<file path="config.mk">
export PLATFORM = sky130hd
export DESIGN_NAME = paged_access_seq
export DESIGN_NICKNAME = d
export VERILOG_FILES = /design/src/rtl/paged_access_seq.sv
export SDC_FILE = /design/constraint.sdc
export NUM_CORES = 1
export LEC_CHECK = 0
export BUFFER_PORTS_ARGS = -buffer_cell sky130_fd_sc_hd__buf_2
export CAP_MARGIN = 20
export CELL_PAD_IN_SITES_DETAIL_PLACEMENT = 0
export CELL_PAD_IN_SITES_GLOBAL_PLACEMENT = 1
export CORE_MARGIN = 2
export CORE_UTILIZATION = 39
export DETAILED_ROUTE_END_ITERATION = 12
export GPL_TIMING_DRIVEN = 0
export PLACE_DENSITY_LB_ADDON = 0.1
export SYNTH_ARGS = -nofsm -noshare
export SYNTH_HDL_FRONTEND = slang
export SYNTH_SLANG_ARGS = --single-unit
</file>
<file path="constraint.sdc">
create_clock -name clk -period 2.6 [get_ports clk]
set_input_delay 0.52 -clock clk [delete_from_list [all_inputs] [get_ports clk]]
set_output_delay 0.52 -clock clk [all_outputs]
set_load 0.01 [all_outputs]
</file>
<file path="src/rtl/paged_access_seq.sv">
module paged_access_seq #(
  parameter logic [4:0] PHY_ADDR = 5'd30,
  parameter int POLL_LIMIT = 5,
  parameter int POLL_GAP = 4
) (
  input  logic        clk,
  input  logic        rst_n,
  input  logic        req_valid,
  output logic        req_ready,
  input  logic        req_write,
  input  logic [7:0]  req_page,
  input  logic [7:0]  req_offset,
  input  logic [2:0]  req_width,
  input  logic [63:0] req_wdata,
  output logic        rsp_done,
  output logic        rsp_error,
  output logic [63:0] rsp_rdata,
  output logic        mgmt_valid,
  output logic        mgmt_write,
  output logic [4:0]  mgmt_phy,
  output logic [4:0]  mgmt_reg,
  output logic [15:0] mgmt_wdata,
  input  logic        mgmt_done,
  input  logic        mgmt_error,
  input  logic [15:0] mgmt_rdata
);

  localparam int PCW = (POLL_LIMIT > 1) ? $clog2(POLL_LIMIT) : 1;
  localparam int GCW = (POLL_GAP > 1) ? $clog2(POLL_GAP) : 1;
  localparam logic [4:0] REG_PAGE = 5'h10;
  localparam logic [4:0] REG_CMD  = 5'h11;
  localparam logic [4:0] REG_DATA = 5'h18;
  localparam logic [7:0] PAGE_NONE = 8'hFF;

  typedef enum logic [2:0] {S_IDLE, S_PAGE, S_WDAT, S_CMD, S_POLL, S_GAP, S_RDAT} state_t;

  state_t      state;
  logic [7:0]  page_q;
  logic        r_write, r_b8;
  logic [7:0]  r_page, r_off;
  logic [1:0]  r_last, idx;
  logic [63:0] wdata_q, rdata_q;
  logic [PCW-1:0] pcnt;
  logic [GCW-1:0] gcnt;
  logic        done_q, err_q;

  function automatic logic [1:0] last_word(input logic [2:0] w);
    case (w)
      3'd0, 3'd1: return 2'd0;
      3'd2:       return 2'd1;
      3'd3:       return 2'd2;
      default:    return 2'd3;
    endcase
  endfunction

  assign req_ready  = (state == S_IDLE);
  assign rsp_done   = done_q;
  assign rsp_error  = err_q;
  assign rsp_rdata  = rdata_q;
  assign mgmt_phy   = PHY_ADDR;
  assign mgmt_valid = (state != S_IDLE) && (state != S_GAP);
  assign mgmt_write = (state == S_PAGE) || (state == S_WDAT) || (state == S_CMD);

  always_comb begin
    mgmt_reg   = REG_CMD;
    mgmt_wdata = 16'h0000;
    case (state)
      S_PAGE: begin
        mgmt_reg   = REG_PAGE;
        mgmt_wdata = {r_page, 7'b0, 1'b1};
      end
      S_WDAT: begin
        mgmt_reg   = REG_DATA + {3'b0, idx};
        mgmt_wdata = wdata_q[idx*16 +: 16];
      end
      S_CMD:  mgmt_wdata = {r_off, 6'b0, ~r_write, r_write};
      S_RDAT: mgmt_reg = REG_DATA + {3'b0, idx};
      default: ;
    endcase
  end

  always_ff @(posedge clk) begin
    if (!rst_n) begin
      state   <= S_IDLE;
      page_q  <= PAGE_NONE;
      r_write <= 1'b0;
      r_b8    <= 1'b0;
      r_page  <= 8'h00;
      r_off   <= 8'h00;
      r_last  <= 2'd0;
      idx     <= 2'd0;
      wdata_q <= 64'h0;
      rdata_q <= 64'h0;
      pcnt    <= '0;
      gcnt    <= '0;
      done_q  <= 1'b0;
      err_q   <= 1'b0;
    end else begin
      done_q <= 1'b0;
      err_q  <= 1'b0;
      case (state)
        S_IDLE: if (req_valid) begin
          r_write <= req_write;
          r_page  <= req_page;
          r_off   <= req_offset;
          r_last  <= last_word(req_width);
          r_b8    <= (req_width == 3'd0);
          wdata_q <= req_wdata;
          rdata_q <= 64'h0;
          idx     <= 2'd0;
          if (req_page != page_q) state <= S_PAGE;
          else if (req_write)     state <= S_WDAT;
          else                    state <= S_CMD;
        end
        S_GAP: begin
          if (gcnt == GCW'(POLL_GAP - 1)) state <= S_POLL;
          else gcnt <= gcnt + 1'b1;
        end
        default: begin
          if (mgmt_error) begin
            err_q <= 1'b1;
            state <= S_IDLE;
          end else if (mgmt_done) begin
            case (state)
              S_PAGE: begin
                page_q <= r_page;
                state  <= r_write ? S_WDAT : S_CMD;
              end
              S_WDAT: begin
                if (idx == r_last) state <= S_CMD;
                else idx <= idx + 1'b1;
              end
              S_CMD: begin
                pcnt  <= '0;
                state <= S_POLL;
              end
              S_POLL: begin
                if (mgmt_rdata[1:0] == 2'b00) begin
                  if (r_write) begin
                    done_q <= 1'b1;
                    state  <= S_IDLE;
                  end else begin
                    idx   <= 2'd0;
                    state <= S_RDAT;
                  end
                end else if (pcnt == PCW'(POLL_LIMIT - 1)) begin
                  err_q <= 1'b1;
                  state <= S_IDLE;
                end else begin
                  pcnt  <= pcnt + 1'b1;
                  gcnt  <= '0;
                  state <= (POLL_GAP > 0) ? S_GAP : S_POLL;
                end
              end
              S_RDAT: begin
                rdata_q[idx*16 +: 16] <= r_b8 ? {8'h00, mgmt_rdata[7:0]} : mgmt_rdata;
                if (idx == r_last) begin
                  done_q <= 1'b1;
                  state  <= S_IDLE;
                end else idx <= idx + 1'b1;
              end
              default: ;
            endcase
          end
        end
      endcase
    end
  end

  p_busy_after_accept_r8: assert property (@(posedge clk) disable iff (!rst_n)
    req_valid && req_ready |=> !req_ready);

  p_rsp_exclusive_r8: assert property (@(posedge clk) disable iff (!rst_n)
    !(rsp_done && rsp_error));

  p_abort_on_error_r7: assert property (@(posedge clk) disable iff (!rst_n)
    mgmt_valid && mgmt_error |=> rsp_error && !mgmt_valid);

  p_txn_hold_r9: assert property (@(posedge clk) disable iff (!rst_n)
    mgmt_valid && !mgmt_done && !mgmt_error |=>
      mgmt_valid && $stable(mgmt_reg) && $stable(mgmt_wdata) && $stable(mgmt_write));

  p_poll_bound_r5: assert property (@(posedge clk) disable iff (!rst_n)
    state == S_POLL && mgmt_done && !mgmt_error && mgmt_rdata[1:0] != 2'b00 &&
      pcnt == PCW'(POLL_LIMIT - 1) |=> rsp_error);

  p_byte_mask_r6: assert property (@(posedge clk) disable iff (!rst_n)
    rsp_done && !r_write && r_b8 |-> rsp_rdata[63:8] == 56'h0);

endmodule

</file>
==> results of run 1 <==
## logic make-up (layout without fill, tap and decap cells)
group	after synthesis	in the layout
AOI/OAI and AO/OA	198	198
buffers and inverters	80	310
adders and majority gates	8	8
DFF	168	168
xor gates and xnor gates	11	11
other	2	9
muxes	26	26
and+or+nand+nor	341	341
## cells in the mapped netlist (9+ instances only)
cell type / n
nand2_1: 205
dfxtp_1: 168
a21boi_0: 98
clkbuf_1: 38
nand3_1: 33
nor2b_1: 33
a22o_1: 32
nor2_1: 25
a22oi_1: 24
buf_2: 16
mux4_2: 16
o21ai_0: 10
xor2_1: 10
and3_1: 9
## what timing repair did
action | CTS | global route
cloned | 0 | 1
setup endpoints to repair | 84 | 23
pin swaps | 4 | 1
setup buffers | 2 | 6
gates resized for setup | 27 | 17
endpoints found under the hold margin | 0 | 0
## worst register-to-register path: stages, from the launching register on
cell	delay [ns]
dfxtp_1	0.38
buf_4	0.23
buf_6	0.20
inv_1	0.13
ha_1	0.41
nor2_1	0.12
and3_1	0.15
buf_2	0.20
buf_2	0.26
a22oi_1	0.12
nor2b_1	0.13
## report_power, final
group          internal [µW]  switching (µW)
combinational           1090            1900
sequential              2910             206
clock                   1380            1200
## layer usage
layer  wire length [µm]  GRT usage [%]
met4                418           6.93
met1              10800           30.7
met3               1080           4.21
met2              10400           37.1
met5                  0              0
## sequential cells by signal, summed over array words and instances (netlist names)
name / cells
state: 3
idx: 2
r_page: 8
pcnt: 3
r_b8: 1
gcnt: 2
r_off: 8
page_q: 8
rsp_rdata: 64
rsp_done: 1
r_write: 1
r_last: 2
rsp_error: 1
wdata_q: 64
## worst max path at each step
stage,start,to,slack (ns),cells past startpoint
floorplan,idx[1]$_SDFFE_PN0P_,rsp_rdata[15]$_SDFFE_PN0P_,0.18,8
global placement,idx[1]$_SDFFE_PN0P_,rsp_rdata[13]$_SDFFE_PN0P_,-0.64,8
detailed placement,idx[1]$_SDFFE_PN0P_,rsp_rdata[14]$_SDFFE_PN0P_,-0.68,8
CTS,idx[0]$_SDFFE_PN0P_,mgmt_wdata[8],-0.02,6
global route,idx[0]$_SDFFE_PN0P_,mgmt_wdata[11],-0.04,6
finish,idx[0]$_SDFFE_PN0P_,mgmt_wdata[15],0.05,6
## area by class of cell
type | count | area share, %
Tap cell | 234 | 3.07
Buffer | 70 | 4.35
Clock inverter | 15 | 1.95
Antenna cell | 2 | 0.0524
Clock buffer | 17 | 4.45
Timing Repair Buffer | 200 | 10.9
Sequential cell | 168 | 35.3
Inverter | 8 | 0.354
Multi-Input combinational cell | 591 | 39.6
## stage by stage
step | setup TNS (ns) | setup WS [ns] | instance area (µm²)
5_1_grt | -0.0481 | -0.0352 | 9550
2_1_floorplan | 0 | 0.182 | 7480
6_report | 0 | 0.0527 | 9550
3_3_place_gp | -21.25 | -0.639 | 8730
4_1_cts | -0.0381 | -0.0193 | 9430
3_5_place_dp | -23.52 | -0.683 | 8730
## cells in the final DEF (no fill, tap or decap), types with 4 or more instances in the layout
cell       netlist  final
mux4_2          16     16
mux2_2           8      8
buf_6            2      5
nor4_1           5      5
nor2b_1         33     33
ha_1             8      8
buf_1            8      6
buf_4            8     20
clkbuf_16        0     18
a21boi_0        98     98
buf_2           16    199
nand2b_1         4      4
inv_1            8      7
inv_8            0      4
nand3_1         33     33
a21oi_1          8      8
clkinv_8         0      4
dfxtp_1        168    166
o21ai_0         10     10
xor2_1          10     10
and3_1           9      9
nand2_1        205    205
a22oi_2          0      4
clkbuf_1        38     33
a22oi_1         24     20
conb_1           2      7
nor3_1           8      8
nor2_1          25     25
a22o_1          32     32
and2_1           4      4
==> summary by stage, run 1 <==
Die
The die outline width is between 100 and 150 µm. The effective utilization at floorplan is 39.8%. For this design the top-level I/O count stands at 200. The die boundary height is ~140 µm. After floorplanning, the core was divided into 50 placement rows.

The floorplan step defined a die boundary enclosing 20,300 µm². The area of the core is between 15,000 and 20,000 µm².

Detailed routing
After detailed routing, the number of vias per cell comes to slightly above 5. The number of antenna-violating nets in the routed design is 0. In the final routed layout, each cell accounts on average for 17.4 µm. The total routed wirelength is 22,800 µm. The number of DRC violations after detailed routing is 0. The DRC marker count from the first detailed-route iteration is about 410.

For this run, the detailed router's first-pass iteration total came to 5. The number of vias after detailed routing is between 6,000 and 7,000.

Clock network
The clock passes through at most 2 buffers. The total number of clock tree sinks is 168. The number of buffers inserted during clock tree synthesis is 17. The clock transition at the register clock pins on the worst setup and hold paths after CTS is 0.07 ns.

The TritonCTS clock tree is yes. The tree is rooted in a clkbuf_16. The clock latency at the later pin of the worst-skew pair is roughly 0.42 ns. The maximum level of the CTS H-tree is 4.

In this run, post-CTS hold repair placed 0 buffers.

STA
The clock period minus worst slack is ~2.5 ns. The hold slack is 0.337 ns. For the pin with the worst max-slew slack, the measured transition is 0.720 ns. The number of setup violations in the final report is 0. The maximum clock frequency is 393 MHz. The number of failing hold endpoints at the final stage is 0. Setup repair after global routing could not meet its margin everywhere. Of the available clock period, the critical path in the final layout requires 98.0%. The count of final max-slew check failures is 0. The final clock skew is 0.00879 ns. The worst pin sits at a relative slew slack of 51.7%.

Pwr
The total power of the final layout is 8690 µW. IR analysis of the VDD net gives a maximum drop of 0.505 mV. Power spread over the standard cell area amounts to 910 nW/µm². For this design the static power due to leakage is 0.00403 µW.

Yosys
Yosys attributes the largest share of cell area to dfxtp_1 (45%), nand2_1 (10%), a21boi_0 (9.9%), mux4_2 (4.8%), a22o_1 (3.8%). The top cell type by area accounts for 45.1% of the synthesized area. The biggest area consumer among synthesized cells is dfxtp_1. The share of synthesized area occupied by flip-flops and latches is a little under half. Of the total synthesized cell area, the portion taken by XOR and XNOR cells is 1.29%. Counting distinct cell types in the post-synthesis netlist gives 52.

The Yosys step of the flow raised 0 warnings. The count of mapped cells out of synthesis is 834. The most instantiated flip-flop cell in the synthesis netlist is dfxtp_1. The compound-gate portion of the synthesized area is 20.1%. The average instance area after synthesis is 8.95 µm². By area, the combinational part of the netlist is dominated by simple AND/OR/NAND/NOR gates. For this run, asynchronously set or reset flops after synthesis account for 0%. The post-synthesis adder-cell area fraction is 1.34%.

The mapped cell area is 7460 µm². The simple-gate share of the synthesized area is 20.9%. Counting flops with a built-in enable in the synthesized netlist gives 0. The post-synthesis register bit count is 168. After synthesis, the share of cell area in mux cells is under 10%.

Worst setup path
The startpoint type of the worst setup path is a flop. The master of the slowest instance on the critical path is mux4_2. In this run the worst path has a maximum fanout of 6. The number of buffers and inverters on the critical path is 3. The signal on the critical path passes through buf_12 -> clkbuf_16 -> mux4_2 -> a22oi_1 -> nor2_1 -> buf_2. For the worst flop-to-flop path, the logic depth is 10. The worst reg-to-reg setup slack is between 0.2 and 0.25 ns. The endpoint of the worst register-to-register path is rsp_rdata[63]$_SDFFE_PN0P_. For the worst setup path, the data arrival time is a little over 2 ns. The category of the critical setup timing path is flop to output port.

The kind of cell with the highest combined delay along the critical path is multiplexers. The start of the worst register-to-register path is idx[1]$_SDFFE_PN0P_. For this run, the slowest stage of the critical path takes 0.52 ns. For the worst setup path, the data required time is between 2 and 2.5 ns. The endpoint class of the critical path is an output port.

Placed design
In this run, placement finished with an instance count of 1,264. The wire-length estimate of the detail-placed layout is 17,100 µm. At the end of routability-driven placement, the weighted congestion stood at between 0.8 and 0.9. The number of port buffers is 191.

Min path
In this run the most critical hold path is launched from req_wdata[40]. The number of stages on the worst hold path is 3. The worst min-delay path endpoint is wdata_q[40]$_SDFFE_PN0P_.

In this run the worst hold path is classified as primary input to flop.

Final layout
The combined area of the multi-input logic cells is 3780 µm². The area added between synthesis and finish is 28.0%. The number of fill cells is 1,895. The number of nets in the layout is 1,169. Excluding fillers, the count of instances in the completed layout stands at 1,305.

The fraction of layout instances using a drive strength above 1 is between 20% and 30%. The final core utilization is 50.9%. Across the whole layout, storage elements account for 3370 µm².

Global routing
The pin count of the biggest net entering global routing is 20. The number of global-route vias before repair is 6,461. The initial antenna violation count is 2. The wire length of the first global-routing pass is 35,300 µm. Global routing used a little under a quarter of the available tracks. Global routing finished with a remaining overflow of 0.

Status
The flow ran to the end, and the final reports show no timing, DRC or antenna violations.

Run
The tool flagged a number of max-cap violations equal to 0.
(Power assumes the default switching activity.)
==> run 2: changes to the inputs <==
Settings changed: CELL_PAD_IN_SITES_GLOBAL_PLACEMENT 1 to 2, CORE_UTILIZATION 39 to 33, REMOVE_ABC_BUFFERS from default to 1.
Clock period 2.6 ns to 3.3 ns, I/O delays scaled along.
==> summary by stage, run 2 (synthesis results as in run 1) <==
Status
The flow ran to the end, and the final reports show no timing, DRC or antenna violations.

STA
The count of final max-slew check failures is 0. Setup violations remaining at the end of the flow were counted as 0. The transition time at the pin with the least slew margin is around 0.97 ns. Final hold analysis gives a worst-case slack of 0.450 ns. The number of failing hold endpoints at the final stage was 0.

The clock arrives with 0.0121 ns of skew. The portion of the clock cycle consumed by the worst path in the final layout is 89.2%. Counting I/O delays and the setup requirement, the final critical path takes 2.94 ns. Setup repair after global routing left no endpoint under its margin. Setup slack on the critical path of the routed design comes to about 0.36 ns. The maximum clock frequency is 340 MHz. The relative slew slack is 35.0%.

Die
The total number of placement rows is between 50 and 60. The effective utilization at floorplan is 33.3%. The die outline width is 154 µm. The area of the core is 22,400 µm². The die boundary height is ~150 µm. The die footprint is 23,800 µm². 200 I/O pins were placed.

Pwr
IR analysis of the VDD net gives a maximum drop of 0.351 mV. Summing internal, switching and leakage power gives 6690 µW. Summed over all cells, the static leakage comes to 0.00387 µW.

The total power per unit cell area is 719 nW/µm².

Clock network
The total number of clock tree sinks is 168. Post-CTS timing repair inserted 0 buffers for setup. The clock latency at the later pin of the worst-skew pair is 0.43 ns.

The H-tree generated during clock tree synthesis spans 4 levels. TritonCTS built the clock tree. The number of buffers between clock root and the deepest sink is 2. The hold buffer count at cts is 0. Buffers inserted during clock tree synthesis total 17. The clock transition at the register clock pins on the worst setup and hold paths after CTS is 0.07 ns. The cell at the root of the clock tree is clkbuf_16.

Global routing
The overall routing resource usage is between 10% and 20%. The total congestion overflow is 0. The wire length of the first global-routing pass is 34,100 µm. The number of global-route vias before repair is approximately 6,100. The initial antenna violation count was 3. The pin count of the biggest net entering global routing is 81.

Worst setup path
Counting both buffers and inverters, the worst setup path holds a total of 2. Walking the worst path, the cells encountered are nor2b_2 -> buf_16 -> a22oi_1 -> nor2_1 -> buf_2. The maximum cell stage delay along the critical path is 0.72 ns.

On the critical path, the stage with the largest delay is an instance of dfxtp_2. The maximum net fanout on the critical path is 28. The kind of cell with the highest combined delay along the critical path is flip-flops. STA classifies the critical path endpoint as an output port. The worst setup path is of the flop to output port kind. The data required time at the worst endpoint is approximately 2.6 ns. STA classifies the critical path startpoint as a flop. The arrival time of the worst setup path is between 2 and 2.5 ns.

Detailed routing
In the routed design, unresolved DRC markers number 0. The routed layout has 6,257 vias. The final layout contains routed wiring with a total length of 21,400 µm. The detail-routed net length per standard cell is about 17 µm. The DRC marker count from the first detailed-route iteration is 355. For this run, the detailed router's first-pass iteration total came to 4. The number of antenna-violating nets in the routed design is 0. Dividing the detail-routed via count by the number of cells gives 4.87.

Placed design
The number of port buffers is 192. At the placement stage, the worst setup path has a slack of 0.203 ns. The weighted congestion reported at the end of routability-driven placement is slightly above 0.7. Including well taps, the total number of placed cells is 1,253. Summed over all nets, the half-perimeter wirelength after detailed placement is ~14,000 µm.

Final layout
Leaving out fill and tap cells, the most frequent cells in the layout are nand2_1 (204), buf_2 (191), dfxtp_1 (164). After the flow finishes, the layout carries non-filler instances totaling 1,286. The fraction of layout instances using a drive strength above 1 is between 20 and 30%. Across the whole layout, storage elements account for 3370 µm². In the final design database the tool counted about 1,100 nets.

The filler cells instantiated in the layout total roughly 2,400. Measured on the finished design, the core utilization comes to 41.5%. The combined area of the multi-input logic cells is approximately 3800 µm².

The library cell used most frequently in the layout, excluding fill and tap cells, is nand2_1. The area growth from synthesis to layout is 24.6%.

Run
The number of max-cap violations is 0.

Min path
The kind of path behind the tightest hold check is flop to flop.
## run 2: final timing paths
check	startpoint	endpoint	slack, ns	depth (start not counted)
worst max-delay path	state[1]$_SDFFE_PN0P_	mgmt_wdata[9]	0.36	5
worst max register to register	state[0]$_SDFFE_PN0P_	rsp_rdata[43]$_SDFFE_PN0P_	0.47	6
worst min-delay path	rsp_rdata[4]$_SDFFE_PN0P_	rsp_rdata[4]$_SDFFE_PN0P_	0.45	2
worst min register to register	rsp_rdata[4]$_SDFFE_PN0P_	rsp_rdata[4]$_SDFFE_PN0P_	0.45	2
## run 2: worst min-delay path, cell delays in order, from the launching register on
cell and delay [ns]:
dfxtp_1 0.31, nand2_1 0.05, a21boi_1 0.05
## run 2: power breakdown
group	total (µW)	leakage, µW	internal (µW)	switching, µW
Clock	2040	0.000290	1160	889
Sequential	2600	0.00137	2300	307
Combinational	2040	0.00221	791	1250
Total	6690	0.00387	4240	2450
## run 2: per-layer routing
metal  wire length [µm]  track usage [%]  up-vias
li1                   -                -     3183
met1              10000             24.3     2887
met2               9660             29.0      165
met3               1400             5.41       20
met4                286             4.54        2
met5                 13                0        -
## run 2: final cells by class
type	instances	share of cell area (%)
multi-input combinational	591	40.7
sequential	168	36.2
timing repair buffer	201	12.4
clock buffer	18	4.72
tap	285	3.83
clock inverter	13	1.75
inverter	8	0.323
antenna	2	0.0538
## run 2: timing repair
action                                  CTS  global route
hold endpoints to repair                  0             0
endpoints found under the setup margin    8             0
resized for setup                         2             0
## run 2: metrics by stage
stage	cell area (µm²)	TNS, ns
final	9300	0
after global placement	8460	-225.05
after CTS	9300	0
after global routing	9300	0
after detailed placement	8690	0
after floorplan	7150	-17.73
==> run 3: changes to the inputs <==
Settings changed: CELL_PAD_IN_SITES_DETAIL_PLACEMENT 0 to 1, CELL_PAD_IN_SITES_GLOBAL_PLACEMENT 2 to 1, CORE_UTILIZATION 33 to 42.
==> summary by stage, run 3 (synthesis results as in run 1) <==
Worst setup path
The category of the critical setup timing path is flop to output port. For the worst setup path, the data required time is 2.64 ns. The worst setup path is captured at an output port. The top cell family by delay on the critical path is flip-flops. The setup check on the worst reg-to-reg path leaves a slack of 0.58 ns. The number of buffer and inverter stages on the critical path is 2. The maximum net fanout on the critical path is 25.

The arrival time of the worst setup path is 2.25 ns. The critical path goes through inv_1 -> and2_1 -> nor2_1 -> buf_2. The startpoint type of the worst setup path is a flop. The master of the slowest instance on the critical path is dfxtp_2.

The maximum cell stage delay along the critical path is 0.69 ns.

STA
The hold slack is about 0.45 ns. The relative slew slack is 30.6%. The worst setup slack after layout is 0.385 ns. The clock period minus worst slack is 2.91 ns. The number of setup violations in the final report is 0. The transition time at the pin with the least slew margin is 1.04 ns.

Of the available clock period, the critical path in the final layout requires 88.3%. Setup repair after global routing left no endpoint under its margin. The maximum clock frequency is 343 MHz. The count of final max-slew check failures came to 0. The number of failing hold endpoints at the final stage came to 0.

The setup TNS is 0 ns. On the final layout, the worst clock skew is 0.0103 ns.

Detailed routing
The number of vias after detailed routing is roughly 6,500. The routed design has between 20,000 and 25,000 µm of wire. For this run, design rule violations remaining after detail routing come to 0. The detail-routed net length per standard cell is about 18 µm. The number of vias per cell is 5.29. The number of antenna-violating nets in the routed design is 0.

The first-pass detailed-route iteration total is 4. The DRC marker count from the first detailed-route iteration is 376.

Pwr
The switching component of the power is 2420 µW. The clock network burns 29.4% of the power. The internal portion of the total power is 4060 µW. The share of total power dissipated in sequential elements is 39.7%. The largest vdd supply drop is 0.415 mV. The fraction of power consumed by combinational cells is 30.9%. The leakage power total is 0.00381 µW.

Of the total power, the share spent switching nets is a little under two fifths. The total power per unit cell area is 710 nW/µm².

Placed design
The wire-length estimate of the detail-placed layout is 14,400 µm. The number of port buffers is 192. Timing analysis after detailed placement gives a worst setup slack of 0.321 ns.

The weighted congestion reported at the end of routability-driven placement is 0.751. The placed instance count is 1,191.

Run
The number of max-cap violations is 0.

Final layout
Leaving out fill and tap cells, the most frequent cells in the layout are nand2_1 (204), buf_2 (191), dfxtp_1 (165). At the end of the flow, the number of nets in the layout was ~1,100. In the final layout, the share of cells above drive strength 1 is 27.1%. The number of fill cells is approximately 2,100.

Compared with the post-synthesis result, the final layout area differs by 22.1%. Measured on the finished design, the core utilization comes to a little over half. The finished layout holds ~1,200 standard cells, fillers aside.

Leaving out fill and tap cells, the most frequent cell in the layout is nand2_1.

Clock network
TritonCTS built the clock tree. In this run, CTS created clock tree buffers numbering 17. Clock latency on the worst-skew pair, taken at its later pin, is 0.43 ns. The clock drives 168 sinks. The number of buffers between clock root and the deepest sink is 2. The tree is rooted in a clkbuf_16. After clock tree synthesis, the clock-pin slew on the worst setup and hold paths is 0.07 ns.

The H-tree was split into 4 levels.

Global routing
The pin count of the biggest net entering global routing is 98. The number of global-route vias before repair is roughly 6,400. The initial antenna violation count is 6.

The first global-routing pass estimated 34,000 µm of wire. The total overflow left after global routing is 0. Global routing used 23.3% of the available tracks across all layers.

Die
The area of the core is 17,400 µm². For this configuration, the core starts out at a cell density of a little over two fifths. Pin placement for this block handled 200 I/O pins. The die boundary height is 137 µm. The floorplan step defined a die boundary enclosing ~19,000 µm².

After floorplanning, the core was divided into 48 placement rows. Measured along the x axis, the die boundary spans 137 µm.

Min path
The kind of path behind the tightest hold check is flop to flop.

Status
The flow ran to the end, and the final reports show no timing, DRC or antenna violations.
-- run 3: worst min-delay path, delay by kind of cell, from the launching register on --
kind / cells / cell delay (ns)
compound gates: 1 / 0.05
simple gates: 1 / 0.05
flops: 1 / 0.31
-- run 3: per-layer routing --
| metal | global-route usage (%) | wire [µm] | up-vias | part of all wire [%] |
|---|---|---|---|---|
| met1 | 30.3 | 9770 | 3130 | 45 |
| met3 | 7.32 | 1350 | 18 | 6.2 |
| met5 | 0 | 41 | - | 0.19 |
| li1 | - | - | 3169 | - |
| met2 | 38.1 | 10300 | 153 | 48 |
| met4 | 4.52 | 147 | 6 | 0.68 |
-- run 3: per-stage QoR --
step | cell area, µm² | total power, µW
2_1_floorplan | 7150 | 3770
3_3_place_gp | 8390 | 4520
3_5_place_dp | 8540 | 4610
4_1_cts | 9090 | 6520
5_1_grt | 9110 | 6880
6_report | 9110 | 6470
-- run 3: worst paths after layout --
kind / endpoint / start / depth (start not counted)
min reg2reg: rsp_rdata[3]$_SDFFE_PN0P_ / rsp_rdata[3]$_SDFFE_PN0P_ / 2
max: mgmt_reg[0] / state[2]$_SDFFE_PN0P_ / 4
max reg2reg: rsp_rdata[41]$_SDFFE_PN0P_ / state[0]$_SDFFE_PN0P_ / 6
min: rsp_rdata[3]$_SDFFE_PN0P_ / rsp_rdata[3]$_SDFFE_PN0P_ / 2
-- run 3: repair_timing --
item	CTS	global route
hold buffers	0	0
endpoints found under the setup margin	1	0
gates resized for setup	1	0
setup buffers	0	0
-- run 3: layout make-up --
type | instances | area [µm²] | share of cell area [%]
tap | 225 | 282 | 3.09
multi-input combinational | 591 | 3780 | 41.5
antenna | 3 | 7.51 | 0.0824
timing repair buffer | 200 | 1100 | 12.1
clock buffer | 17 | 425 | 4.67
clock inverter | 13 | 124 | 1.36
inverter | 8 | 30.0 | 0.329
sequential | 168 | 3370 | 36.9
-- run 3: power by group through the flow --
stage               registers [µW]  clock network (µW)  logic, µW
floorplan                     2570                   0       1200
global placement              2650                   0       1870
detailed placement            2640                   0       1970
CTS                           2600                1940       1990
global route                  2620                2020       2240
finish                        2570                1900       2000
